--- src/rtl/ssm_pkg.sv ---
package ssm_pkg;

    typedef enum logic [1:0] {
        ST_IDLE = 2'd0,
        ST_RUN  = 2'd1,
        ST_DONE = 2'd2
    } ssm_state_e;

endpackage

--- src/rtl/ssm_ctrl.sv ---
module ssm_ctrl
    import ssm_pkg::*;
#(
    parameter int W = 8
) (
    input  logic clk,
    input  logic rst,
    input  logic start,
    input  logic ser_vld,
    output logic load,
    output logic absorb,
    output logic first,
    output logic last,
    output logic done
);

    localparam int CW = (W > 2) ? $clog2(W) : 1;
    localparam logic [CW-1:0] LAST_IDX = CW'(W - 1);

    ssm_state_e       state_q, state_d;
    logic [CW-1:0]    idx_q;
    logic             busy;

    // state register
    always_ff @(posedge clk) begin
        if (rst) state_q <= ST_IDLE;
        else     state_q <= state_d;
    end

    // next-state logic
    always_comb begin
        state_d = state_q;
        unique case (state_q)
            ST_IDLE: if (start)            state_d = ST_RUN;   // launch
            ST_RUN:  if (ser_vld && last)  state_d = ST_DONE;  // finish
            ST_DONE: if (start)            state_d = ST_RUN;   // relaunch
                     else                  state_d = ST_IDLE;  // retire
            default:                       state_d = ST_IDLE;
        endcase
    end

    // outputs
    always_comb begin
        busy   = 1'b0;
        load   = 1'b0;
        done   = 1'b0;
        unique case (state_q)
            ST_IDLE: load = start;
            ST_RUN:  busy = 1'b1;
            ST_DONE: begin
                done = 1'b1;
                load = start;
            end
            default: ;
        endcase
        absorb = busy && ser_vld;
        first  = (idx_q == '0);
        last   = (idx_q == LAST_IDX);
    end

    // serial bit index
    always_ff @(posedge clk) begin
        if (rst)         idx_q <= '0;
        else if (load)   idx_q <= '0;
        else if (absorb) idx_q <= last ? '0 : idx_q + 1'b1;
    end

    p_done_single_r3: assert property (@(posedge clk) disable iff (rst)
        done |=> !done);

    p_done_after_last_r3: assert property (@(posedge clk) disable iff (rst)
        $rose(done) |-> $past(absorb && last));

    p_idle_bit_ignored_r4: assert property (@(posedge clk) disable iff (rst)
        (busy && !ser_vld) |=> $stable(idx_q));

    p_start_in_run_r5: assert property (@(posedge clk) disable iff (rst)
        (busy && start && !(ser_vld && last)) |=> (state_q == ST_RUN));

endmodule

--- src/rtl/ssm_datapath.sv ---
module ssm_datapath #(
    parameter int W = 8
) (
    input  logic           clk,
    input  logic           rst,
    input  logic           load,
    input  logic           absorb,
    input  logic           first,
    input  logic           last,
    input  logic [W-1:0]   par_in,
    input  logic           ser_bit,
    output logic [2*W-1:0] product
);

    localparam int AW = W + 1;   // accumulator width
    localparam int LW = W - 1;   // low result register width

    logic [W-1:0]  par_q;
    logic [AW-1:0] acc_q;
    logic [LW-1:0] lo_q;
    logic [AW-1:0] feedback, pp, pp_x, sum;
    logic [W-1:0]  lo_shift;

    always_comb begin
        // sign-extended, fixed right shift; gated to zero on the first bit
        feedback = first ? '0 : {acc_q[AW-1], acc_q[AW-1:1]};
        // sign-extended parallel operand, gated by the serial bit
        pp       = ser_bit ? {par_q[W-1], par_q} : '0;
        // negative-weight bit: invert and add one
        pp_x     = pp ^ {AW{last}};
        sum      = feedback + pp_x + {{(AW-1){1'b0}}, last};
        lo_shift = {acc_q[0], lo_q};
    end

    always_ff @(posedge clk) begin
        if (rst) begin
            par_q <= '0;
            acc_q <= '0;
            lo_q  <= '0;
        end else begin
            if (load) par_q <= par_in;
            if (absorb) begin
                acc_q <= sum;
                if (!first) lo_q <= lo_shift[W-1:1];
            end
        end
    end

    assign product = {acc_q, lo_q};

    p_operand_steady_r5: assert property (@(posedge clk) disable iff (rst)
        (absorb && !first) |-> $stable(par_q));

    p_product_hold_r6: assert property (@(posedge clk) disable iff (rst)
        !absorb |=> $stable(product));

endmodule

--- src/rtl/signed_serial_mult.sv ---
module signed_serial_mult #(
    parameter int W = 8
) (
    input  logic           clk,
    input  logic           rst,
    input  logic           start,
    input  logic [W-1:0]   par_opnd,
    input  logic           ser_bit,
    input  logic           ser_vld,
    output logic [2*W-1:0] product,
    output logic           done
);

    logic load, absorb, first, last;

    ssm_ctrl #(.W(W)) u_ctrl (
        .clk     (clk),
        .rst     (rst),
        .start   (start),
        .ser_vld (ser_vld),
        .load    (load),
        .absorb  (absorb),
        .first   (first),
        .last    (last),
        .done    (done)
    );

    ssm_datapath #(.W(W)) u_dp (
        .clk     (clk),
        .rst     (rst),
        .load    (load),
        .absorb  (absorb),
        .first   (first),
        .last    (last),
        .par_in  (par_opnd),
        .ser_bit (ser_bit),
        .product (product)
    );

    p_reset_quiet_r7: assert property (@(posedge clk)
        rst |=> (!done && product == '0));

endmodule

--- config.mk ---
export PLATFORM = sky130hd
export DESIGN_NAME = signed_serial_mult
export DESIGN_NICKNAME = d
export VERILOG_FILES = /design/src/rtl/ssm_pkg.sv /design/src/rtl/ssm_ctrl.sv /design/src/rtl/ssm_datapath.sv /design/src/rtl/signed_serial_mult.sv
export SDC_FILE = /design/constraint.sdc
export NUM_CORES = 1
export LEC_CHECK = 0
export ABC_AREA = 1
export BUFFER_PORTS_ARGS = -buffer_cell sky130_fd_sc_hd__buf_2
export CAP_MARGIN = 0
export CORE_MARGIN = 2
export CORE_UTILIZATION = 50
export DETAILED_ROUTE_END_ITERATION = 10
export PLACE_DENSITY = 0.75
export SLEW_MARGIN = 40
export SYNTH_ARGS = -nofsm -noshare
export SYNTH_HDL_FRONTEND = slang
export SYNTH_SLANG_ARGS = --single-unit
--- constraint.sdc ---
create_clock -name clk -period 2.2 [get_ports clk]
set_input_delay 0.33 -clock clk [delete_from_list [all_inputs] [get_ports clk]]
set_output_delay 0.33 -clock clk [all_outputs]
set_load 0.005 [all_outputs]
==> results.json <==
{
  "syn2layout_area_growth_pct": 24.8,
  "placed_area_mm2": 0.00191,
  "cts.htree.levels": 2,
  "finalCritPeriodShare_pct": 95.1,
  "yosys-top-cells-area": "dfxtp_1 34%, nand2_1 9.9%, ha_1 7.3%",
  "synth_xor_area_share_pct": 5.14,
  "hold_path.class": "in2reg",
  "worst_slew_pin_slew_ns": 0.531,
  "gp_congestion": 0.871,
  "status": "completed",
  "crit_fanout": 5,
  "clk_latency_ns": 0.34,
  "cts_max_path_buffers": 2,
  "path_buf_inv": 3,
  "netlist_area_mm2": 0.00170,
  "crit_slowest_cell": "dfxtp_1",
  "first_iter_violations": 126,
  "grt_pass1_wl_um": 6310,
  "coreArea_mm2": 0.00331,
  "grt_max_degree": 20,
  "overflow": 0,
  "cts_tree": "done",
  "power_density_mw_per_mm2": 571,
  "power_uw": 1210,
  "synth_mux_area_share_pct": 0,
  "yosysWarningCount": 0,
  "dp_hpwl_um": 2650,
  "syn_area_per_cell_um2": 7.37,
  "required_ns": 2.45,
  "syn-num-nets": 255,
  "wl_um": 3730,
  "synth_fa_ha_area_share_pct": 8.52,
  "yosysSeqAreaShare_pct": 34.1,
  "finalSetupViolations": 0,
  "ys_async_sr_fraction_pct": 0,
  "synth_top_family_by_area": "simple AND/OR/NAND/NOR gates",
  "vdd_drop_max_v": 0.000390,
  "drv_slew": 0,
  "crit_top_cell": "xor2_1",
  "dr.pass1.iters": 4,
  "finClkSkew_ns": 0.00887,
  "grtUsageTotal_pct": 20.7,
  "finalInstanceArea_mm2": 0.00212,
  "numCtsBuffers": 5,
  "synth.most_common_cell": "nand2_1",
  "drc": 0,
  "max-cap-violations": 0,
  "numPortBuffers": 29,
  "setup.worst_path.class": "reg2reg",
  "synth_commonest_cells": "45 x nand2_1, 33 x nor2_1, 29 x dfxtp_1",
  "crit_chain": "ha_2 -> ha_4 -> clkinv_4 -> xor2_1 -> ha_1 -> a21oi_2 -> buf_4 -> nand2_2 -> xor2_1 -> o21ai_1 -> inv_1",
  "ys.flop_type": "dfxtp_1",
  "wire_per_inst_um": 11.7,
  "dieWidth_um": 62.4,
  "drive_gt1_share_pct": 32.6,
  "num_vias": 1560,
  "row_count": 21,
  "yosysTopAreaCell": "dfxtp_1",
  "synth_cell_types": 35,
  "ant_nets": 0,
  "dieArea_mm2": 0.00389,
  "synth-edff-count": 0,
  "hold_viol": 0,
  "nNetsFinal": 296,
  "start_kind": "register",
  "crit_arrival_ns": 2.35,
  "period_minus_slack_ns": 2.09,
  "top_level_ports": 30,
  "cts.sinks": 29,
  "crit_family": "adder cells",
  "slowest_delay_ns": 0.35,
  "synthSimpleGateAreaFrac_pct": 28.6,
  "synth_seq_cells": 29,
  "endpoint_kind": "register",
  "diodes": 0,
  "clk_pin_slew_ns": 0.10,
  "start_util_pct": 51.4,
  "cts_hold_buf": 0,
  "fmax_mhz": 478,
  "avgViaCountPerCell": 4.89,
  "max_slew_margin_pct": 64.6,
  "p_leak_uw": 0.00108,
  "grt_pass1_vias": 1444,
  "cts_root_buffer": "clkbuf_4",
  "synth_cells": 231,
  "yosysTopAreaCellShare_pct": 34.1,
  "die_h_um": 62.4,
  "antenna_found_initial": 0,
  "synth-compound-area-share_pct": 13.8
}
-- worst min-delay path, stage by stage --
cell     delay [ns]
buf_2          0.07
nand3_1        0.06
nand2_1        0.06
-- through the flow --
stage	setup slack (ns)	instances	hold slack [ns]	utilization [%]	setup TNS [ns]
after floorplan	0.0265	231	0.419	-	0
after global placement	0.0365	307	0.432	57.8	0
after detailed placement	-0.0199	307	0.437	57.8	-0.0333
after CTS	0.00193	316	0.191	61.3	0
after global routing	-0.0466	319	0.212	64.2	-0.0589
final	0.108	319	0.200	64.2	0
-- final cells by class --
type / count / area, µm²
Clock buffer: 7 / 55.1
Clock inverter: 1 / 30.0
Fill cell: 306 / 1190
Inverter: 32 / 130
Multi-Input combinational cell: 164 / 1040
Sequential cell: 29 / 582
Tap cell: 46 / 57.6
Timing Repair Buffer: 39 / 220
Timing Repair inverter: 1 / 5.00
-- cells by family after synthesis --
logic type,Yosys count
AND/OR/NAND/NOR,104
AO/OA/AOI/OAI,39
buffers and inverters,38
flip-flops,29
adder cells (fa/ha/maj),11
XOR/XNOR,10
-- report_power, final --
group	internal, µW	switching (µW)
clock network	271	203
registers	551	15.7
logic	66.7	107
total	889	325
-- cell usage in the layout (no fill, tap or decap), types with 6 or more instances in the layout --
cell	instances
nor2_1	31
buf_4	10
xor2_1	7
nand2_2	6
dfxtp_1	28
inv_1	21
nand3_1	12
buf_2	29
nand2_1	43
a21oi_1	10
o21ai_0	10
inv_2	7
-- metal layers --
layer	track usage, %	up-vias	share of wire, %
met4	5.00	0	0.86
li1	-	817	-
met1	25.1	709	46
met5	0	-	0
met3	5.98	2	4.9
met2	36.3	32	49
-- repair_timing --
| item | 4_1_cts | 5_1_grt |
|---|---|---|
| cloned | 0 | 1 |
| setup endpoints to repair | 3 | 7 |
| buffers inserted | 1 | 2 |
| resized for setup | 3 | 20 |
| pin swaps | 0 | 4 |
-- final timing paths --
path	from	to	slack (ns)	depth (start not counted)
min reg2reg	u_dp.par_q[1]$_SDFFE_PP0P_	u_dp.par_q[1]$_SDFFE_PP0P_	0.46	2
max	u_ctrl.idx_q[1]$_SDFFE_PP0P_	u_dp.acc_q[3]$_SDFFE_PP0P_	0.11	11
max reg2reg	u_ctrl.idx_q[1]$_SDFFE_PP0P_	u_dp.acc_q[3]$_SDFFE_PP0P_	0.11	11
min	par_opnd[7]	u_dp.par_q[7]$_SDFFE_PP0P_	0.20	3
-- sequential cells by signal, summed over array words and instances, names as in the netlist --
name,cells
u_dp.par_q,8
u_ctrl.state_q,2
u_dp.acc_q,9
u_dp.lo_q,7
u_ctrl.idx_q,3
No activity file was read; power rests on OpenSTA's default activity.
